**config.mk**
```make
export PLATFORM = sky130hd
export DESIGN_NAME = irq_sequencer
export DESIGN_NICKNAME = d
export VERILOG_FILES = /design/src/rtl/irq_pkg.sv /design/src/rtl/irq_src_bank.sv /design/src/rtl/irq_prio_pick.sv /design/src/rtl/irq_seq_fsm.sv /design/src/rtl/irq_sequencer.sv
export SDC_FILE = /design/constraint.sdc
export NUM_CORES = 1
export LEC_CHECK = 0
export ABC_AREA = 1
export BUFFER_PORTS_ARGS = -buffer_cell sky130_fd_sc_hd__buf_2
export CAP_MARGIN = 20
export CORE_MARGIN = 1
export CORE_UTILIZATION = 30
export CTS_CLUSTER_SIZE = 14
export DETAILED_ROUTE_END_ITERATION = 10
export GPL_ROUTABILITY_DRIVEN = 0
export PLACE_DENSITY_LB_ADDON = 0.3
export SETUP_SLACK_MARGIN = 0.5
export SYNTH_ARGS = -nofsm -noshare
export SYNTH_HDL_FRONTEND = slang
export SYNTH_SLANG_ARGS = --single-unit
```
**constraint.sdc**
```tcl
create_clock -name clk -period 2.1 [get_ports clk]
set_clock_uncertainty 0.1 [all_clocks]
set_input_delay 0.21 -clock clk [delete_from_list [all_inputs] [get_ports clk]]
set_output_delay 0.21 -clock clk [all_outputs]
set_load 0.1 [all_outputs]
```
**src/rtl/irq_pkg.sv**
```systemverilog
package irq_pkg;
  typedef enum logic [1:0] {
    SQ_IDLE   = 2'd0,
    SQ_ENTRY  = 2'd1,
    SQ_RETURN = 2'd2
  } sq_state_t;
endpackage

```
**src/rtl/irq_src_bank.sv**
```systemverilog
module irq_src_bank #(
  parameter int N_SRC = 4,
  parameter logic [N_SRC-1:0] LEVEL_MASK = 4'b0001
) (
  input  logic             clk,
  input  logic             rst_n,
  input  logic [N_SRC-1:0] src_in,
  input  logic             en_wr,
  input  logic [N_SRC-1:0] en_wdata,
  input  logic             clr_wr,
  input  logic [N_SRC-1:0] clr_data,
  input  logic [N_SRC-1:0] hw_clr,
  output logic [N_SRC-1:0] flags,
  output logic [N_SRC-1:0] req
);
  logic [N_SRC-1:0] en_q, en_n;
  logic [N_SRC-1:0] pend;

  always_comb begin
    en_n = en_q;
    if (en_wr) en_n = en_wdata;
  end

  always_ff @(posedge clk or negedge rst_n) begin
    if (!rst_n) en_q <= '0;
    else        en_q <= en_n;
  end

  for (genvar i = 0; i < N_SRC; i++) begin : g_src
    if (LEVEL_MASK[i]) begin : g_lvl
      // no storage: request follows the input level
      logic unused_lvl;
      assign unused_lvl = hw_clr[i] ^ clr_data[i];
      assign flags[i]   = 1'b0;
      assign pend[i]    = src_in[i];
    end else begin : g_evt
      logic f_q, f_n;
      always_comb begin
        f_n = f_q;
        if (hw_clr[i])              f_n = 1'b0;
        if (clr_wr && clr_data[i])  f_n = 1'b0;
        if (src_in[i])              f_n = 1'b1;
      end
      always_ff @(posedge clk or negedge rst_n) begin
        if (!rst_n) f_q <= 1'b0;
        else        f_q <= f_n;
      end
      assign flags[i] = f_q;
      assign pend[i]  = f_q;
    end
  end

  assign req = pend & en_q;
endmodule

```
**src/rtl/irq_prio_pick.sv**
```systemverilog
module irq_prio_pick #(
  parameter int N_SRC = 4,
  localparam int IDX_W = (N_SRC > 1) ? $clog2(N_SRC) : 1
) (
  input  logic [N_SRC-1:0] req,
  output logic             any,
  output logic [IDX_W-1:0] idx,
  output logic [N_SRC-1:0] onehot
);
  always_comb begin
    idx    = '0;
    onehot = '0;
    for (int i = N_SRC - 1; i >= 0; i--) begin
      if (req[i]) begin
        idx       = IDX_W'(i);
        onehot    = '0;
        onehot[i] = 1'b1;
      end
    end
  end

  assign any = |req;
endmodule

```
**src/rtl/irq_seq_fsm.sv**
```systemverilog
module irq_seq_fsm
  import irq_pkg::*;
#(
  parameter int PC_W      = 9,
  parameter int IDX_W     = 2,
  parameter int ENTRY_CYC = 4,
  parameter int SLEEP_CYC = 4,
  parameter int RET_CYC   = 4,
  localparam int LONG_CYC = ENTRY_CYC + SLEEP_CYC,
  localparam int MAX_CYC  = (LONG_CYC > RET_CYC) ? LONG_CYC : RET_CYC,
  localparam int CNT_W    = $clog2(MAX_CYC + 1)
) (
  input  logic             clk,
  input  logic             rst_n,
  input  logic             any_req,
  input  logic [IDX_W-1:0] pick_idx,
  input  logic             gie_set,
  input  logic             gie_clr,
  input  logic             instr_done,
  input  logic             sleeping,
  input  logic [PC_W-1:0]  pc_in,
  input  logic             reti_req,
  input  logic [PC_W-1:0]  pop_data,
  output logic             take,
  output logic             gie,
  output logic             busy,
  output logic             push_valid,
  output logic [PC_W-1:0]  push_data,
  output logic             pop_req,
  output logic             ret_valid,
  output logic [PC_W-1:0]  ret_pc,
  output logic             vector_valid,
  output logic [PC_W-1:0]  vector_addr
);
  sq_state_t        state_q, state_n;
  logic [CNT_W-1:0] cnt_q, cnt_n;
  logic             first_q, first_n;
  logic             gie_q, gie_n;
  logic             gap_q, gap_n;
  logic [PC_W-1:0]  pc_q, pc_n;
  logic [IDX_W-1:0] idx_q, idx_n;
  logic             idle, ret_go, last;

  assign idle   = (state_q == SQ_IDLE);
  assign ret_go = idle && reti_req;
  assign take   = idle && !reti_req && gie_q && !gap_q && any_req &&
                  (instr_done || sleeping);
  assign last   = (cnt_q == '0);

  always_comb begin
    state_n = state_q;
    cnt_n   = cnt_q;
    first_n = 1'b0;
    pc_n    = pc_q;
    idx_n   = idx_q;
    gap_n   = gap_q;
    gie_n   = gie_q;
    if (gie_set)      gie_n = 1'b1;
    else if (gie_clr) gie_n = 1'b0;
    unique case (state_q)
      SQ_IDLE: begin
        if (instr_done) gap_n = 1'b0;
        if (ret_go) begin
          state_n = SQ_RETURN;
          cnt_n   = CNT_W'(RET_CYC - 1);
          first_n = 1'b1;
        end else if (take) begin
          state_n = SQ_ENTRY;
          cnt_n   = sleeping ? CNT_W'(LONG_CYC - 1) : CNT_W'(ENTRY_CYC - 1);
          first_n = 1'b1;
          pc_n    = pc_in;
          idx_n   = pick_idx;
          gie_n   = 1'b0;
        end
      end
      SQ_ENTRY: begin
        if (last) state_n = SQ_IDLE;
        else      cnt_n   = cnt_q - 1'b1;
      end
      SQ_RETURN: begin
        if (cnt_q == CNT_W'(RET_CYC - 2)) pc_n = pop_data;
        if (last) begin
          state_n = SQ_IDLE;
          gap_n   = 1'b1;
          gie_n   = 1'b1;
        end else begin
          cnt_n = cnt_q - 1'b1;
        end
      end
      default: state_n = SQ_IDLE;
    endcase
  end

  always_ff @(posedge clk or negedge rst_n) begin
    if (!rst_n) begin
      state_q <= SQ_IDLE;
      cnt_q   <= '0;
      first_q <= 1'b0;
      gie_q   <= 1'b0;
      gap_q   <= 1'b0;
      pc_q    <= '0;
      idx_q   <= '0;
    end else begin
      state_q <= state_n;
      cnt_q   <= cnt_n;
      first_q <= first_n;
      gie_q   <= gie_n;
      gap_q   <= gap_n;
      pc_q    <= pc_n;
      idx_q   <= idx_n;
    end
  end

  assign gie          = gie_q;
  assign busy         = !idle;
  assign push_valid   = (state_q == SQ_ENTRY) && first_q;
  assign push_data    = pc_q;
  assign pop_req      = (state_q == SQ_RETURN) && first_q;
  assign ret_valid    = (state_q == SQ_RETURN) && last;
  assign ret_pc       = pc_q;
  assign vector_valid = (state_q == SQ_ENTRY) && last;
  assign vector_addr  = vector_valid ? (PC_W'(idx_q) + PC_W'(1)) : '0;
endmodule

```
**src/rtl/irq_sequencer.sv**
```systemverilog
module irq_sequencer #(
  parameter int N_SRC = 4,
  parameter logic [N_SRC-1:0] LEVEL_MASK = 4'b0001,
  parameter int PC_W      = 9,
  parameter int ENTRY_CYC = 4,
  parameter int SLEEP_CYC = 4,
  parameter int RET_CYC   = 4
) (
  input  logic             clk,
  input  logic             rst_n,
  input  logic [N_SRC-1:0] src_in,
  input  logic             en_wr,
  input  logic [N_SRC-1:0] en_wdata,
  input  logic             flag_clr_wr,
  input  logic [N_SRC-1:0] flag_clr_data,
  input  logic             gie_set,
  input  logic             gie_clr,
  input  logic             instr_done,
  input  logic             sleeping,
  input  logic [PC_W-1:0]  pc_in,
  input  logic             reti_req,
  input  logic [PC_W-1:0]  pop_data,
  output logic             gie,
  output logic [N_SRC-1:0] flags,
  output logic             busy,
  output logic             push_valid,
  output logic [PC_W-1:0]  push_data,
  output logic             pop_req,
  output logic             ret_valid,
  output logic [PC_W-1:0]  ret_pc,
  output logic             vector_valid,
  output logic [PC_W-1:0]  vector_addr
);
  localparam int IDX_W = (N_SRC > 1) ? $clog2(N_SRC) : 1;

  logic [N_SRC-1:0] req, onehot, hw_clr;
  logic             any_req, take;
  logic [IDX_W-1:0] pick_idx;

  assign hw_clr = take ? onehot : '0;

  irq_src_bank #(.N_SRC(N_SRC), .LEVEL_MASK(LEVEL_MASK)) u_bank (
    .clk(clk), .rst_n(rst_n), .src_in(src_in),
    .en_wr(en_wr), .en_wdata(en_wdata),
    .clr_wr(flag_clr_wr), .clr_data(flag_clr_data),
    .hw_clr(hw_clr), .flags(flags), .req(req)
  );

  irq_prio_pick #(.N_SRC(N_SRC)) u_pick (
    .req(req), .any(any_req), .idx(pick_idx), .onehot(onehot)
  );

  irq_seq_fsm #(
    .PC_W(PC_W), .IDX_W(IDX_W), .ENTRY_CYC(ENTRY_CYC),
    .SLEEP_CYC(SLEEP_CYC), .RET_CYC(RET_CYC)
  ) u_fsm (
    .clk(clk), .rst_n(rst_n), .any_req(any_req), .pick_idx(pick_idx),
    .gie_set(gie_set), .gie_clr(gie_clr), .instr_done(instr_done),
    .sleeping(sleeping), .pc_in(pc_in), .reti_req(reti_req),
    .pop_data(pop_data), .take(take), .gie(gie), .busy(busy),
    .push_valid(push_valid), .push_data(push_data), .pop_req(pop_req),
    .ret_valid(ret_valid), .ret_pc(ret_pc), .vector_valid(vector_valid),
    .vector_addr(vector_addr)
  );
endmodule

```
==> metrics.csv <==
metric,value,unit
critPathLaunchType,flip-flop,
finalSetupTns,0,ps
path_class,reg2reg,
numCtsBuffers,3,
final_antenna_net_count,0,
fillers,523,
antenna_found_initial,0,
layout_common_cells,"nand2_1 (76), buf_2 (59), buf_4 (19)",
cts_tree,built,
yosysWarnings,0,
synthDistinctLibCells,24,
vias_per_cell,4.35,
num_vias,1614,
setup_viol,0,
drt_iter0_drc,32,
final_common_cell,nand2_1,
synthToLayoutAreaGrowth,54.0,%
netlist_instances,220,
required,2210,ps
die_x,76.7,µm
wl_met3,188,µm
slew_violations,0,
cts-root-buf,clkbuf_8,
wl_per_cell,11.2,µm
wl_met1,1850,µm
grt_max_degree,28,
outcome,finished clean,
dieArea,0.00589,mm²
path_clk_slew,90,ps
yosys.area.top_type_share,0.403,
cap_viol_max_count,0,
insertion_delay,270,ps
period_share,0.844,
clockBufferDepth,2,
drc,0,
crit_fanout,4,
ys_seq_area_frac,0.403,
final_nets,348,
hpwlAfterDp,2960,µm
grt_pass1_vias,1533,
syn_avg_cell_area,7.62,µm²
hold_viol,0,
highest_layer,met4,
fmax,0.564,GHz
grt-ovfl-total,0,
wl,4170,µm
portBuffers,67,
dr.pass1.iters,4,
num_antenna_cells,0,
drive_above_1_share,0.505,
track_usage,0.150,
holdCritPathClass,in2reg,
netlist_top_cells_area,"dfrtp_1 (40%), nand2_1 (20%), buf_4 (8.5%)",
cts_sinks,27,
die_height,76.7,µm
max_slew.worst_pin.slew,633,ps
yosysTopAreaCell,dfrtp_1,
io_pins,76,
synth_seq_cells,27,
worstPathArrival,1890,ps
rows,26,
initial_utilization,0.320,
wl_met2,2110,µm
rsz0062_at_grt,yes,
layout_min_cycle_time,1770,ps
grt_pass1_wl,7160,µm
netlist_area,0.00168,mm²
slew_headroom,0.578,
core_area,0.00524,mm²
end_kind,flip-flop,
htreeDepth,1,
[final timing paths]
path                               startpoint                         to  slack (ps)  cells past startpoint
max                          u_fsm.state_q[1]         u_fsm.push_data[1]         330                     11
min                                 src_in[2]  u_bank.g_src[2].g_evt.f_q          10                      3
max reg2reg                  u_fsm.state_q[1]         u_fsm.push_data[1]         330                     11
min reg2reg                u_fsm.push_data[2]         u_fsm.push_data[2]         400                      2
max in group asynchronous               rst_n                  u_fsm.gie        1040                      2
min in group asynchronous               rst_n           u_fsm.state_q[1]         390                      2
[synth_stat cells]
cell / number
mux2_1: 4
conb_1: 1
inv_1: 16
a31o_1: 1
xor2_1: 1
clkbuf_1: 2
buf_4: 19
o21ai_0: 1
nand4_1: 5
nor2_1: 11
nand2_2: 2
nor2_4: 2
inv_2: 4
xnor2_1: 1
nand3_1: 15
nand2_4: 2
o21ai_4: 1
o22ai_1: 1
nand3_2: 1
nand2_1: 89
dfrtp_1: 27
a21oi_1: 3
o21ai_1: 4
ha_1: 7
[cell type report]
cell class | count | area, µm² | area share
tap | 70 | 87.6 | 0.0339
inverter | 20 | 98.8 | 0.0383
sequential | 27 | 692 | 0.268
clock buffer | 4 | 45.0 | 0.0175
timing repair buffer | 91 | 662 | 0.257
multi-input combinational | 159 | 995 | 0.386
[routing by layer]
layer | global-route usage | vias to the layer above
met5 | 0 | -
met4 | 0.0231 | 0
met3 | 0.0286 | 5
met2 | 0.264 | 51
met1 | 0.193 | 731
li1 | - | 827
[critical path, stage by stage, from the launching register on]
cell,delay [ps]
dfrtp_2,470
inv_4,90
ha_4,170
inv_8,40
nor2_4,80
nand2_2,70
nor2_4,150
nand2_4,100
o21ai_4,130
buf_4,170
nand3_1,60
nand2_1,80
[stage by stage]
| stage | cell area [µm²] | util | instances | setup slack [ps] | hold slack, ps |
|---|---|---|---|---|---|
| after floorplan | 1810 | - | 226 | 331 | -186 |
| after global placement | 2110 | 0.402 | 344 | 214 | 169 |
| after detailed placement | 2110 | 0.402 | 344 | 159 | 175 |
| after CTS | 2470 | 0.472 | 365 | 323 | 8.49 |
| after global routing | 2580 | 0.493 | 371 | 250 | 11.6 |
| final | 2580 | 0.493 | 371 | 327 | 12.2 |
[repair_timing]
item / CTS / global route
endpoints found under the setup margin: 28 / 29
hold endpoints to repair: 27 / 0
pin swaps: 15 / 16
setup buffers: 15 / 6
cloned: 1 / 0
gates resized for setup: 44 / 18
hold buffers: 1 / 0
[state kept, by name, summed over array words and instances, names as in the netlist]
signal and cells:
u_fsm.idx_q 2, u_fsm.push_data 9, u_fsm.gie 1, u_fsm.state_q 2
u_bank.en_q 4, u_fsm.cnt_q 4, u_fsm.gap_q 1, u_bank.g_src.g_evt.f_q 3
u_fsm.first_q 1
[kinds of logic (layout without fill, tap and decap cells)]
family,count (synthesis),in the layout,synth area share
buf+inv,41,115,0.134
xor+xnor,2,2,0.0105
other cells,1,7,0.00224
simple gates,127,128,0.328
fa+ha+maj,7,7,0.0523
mux,4,4,0.0269
flops,27,27,0.403
compound gates,11,11,0.0426
Power is left out: the tool's default activity adds up to more than one toggle a clock period on the data nets, which glitch-free logic cannot reach.
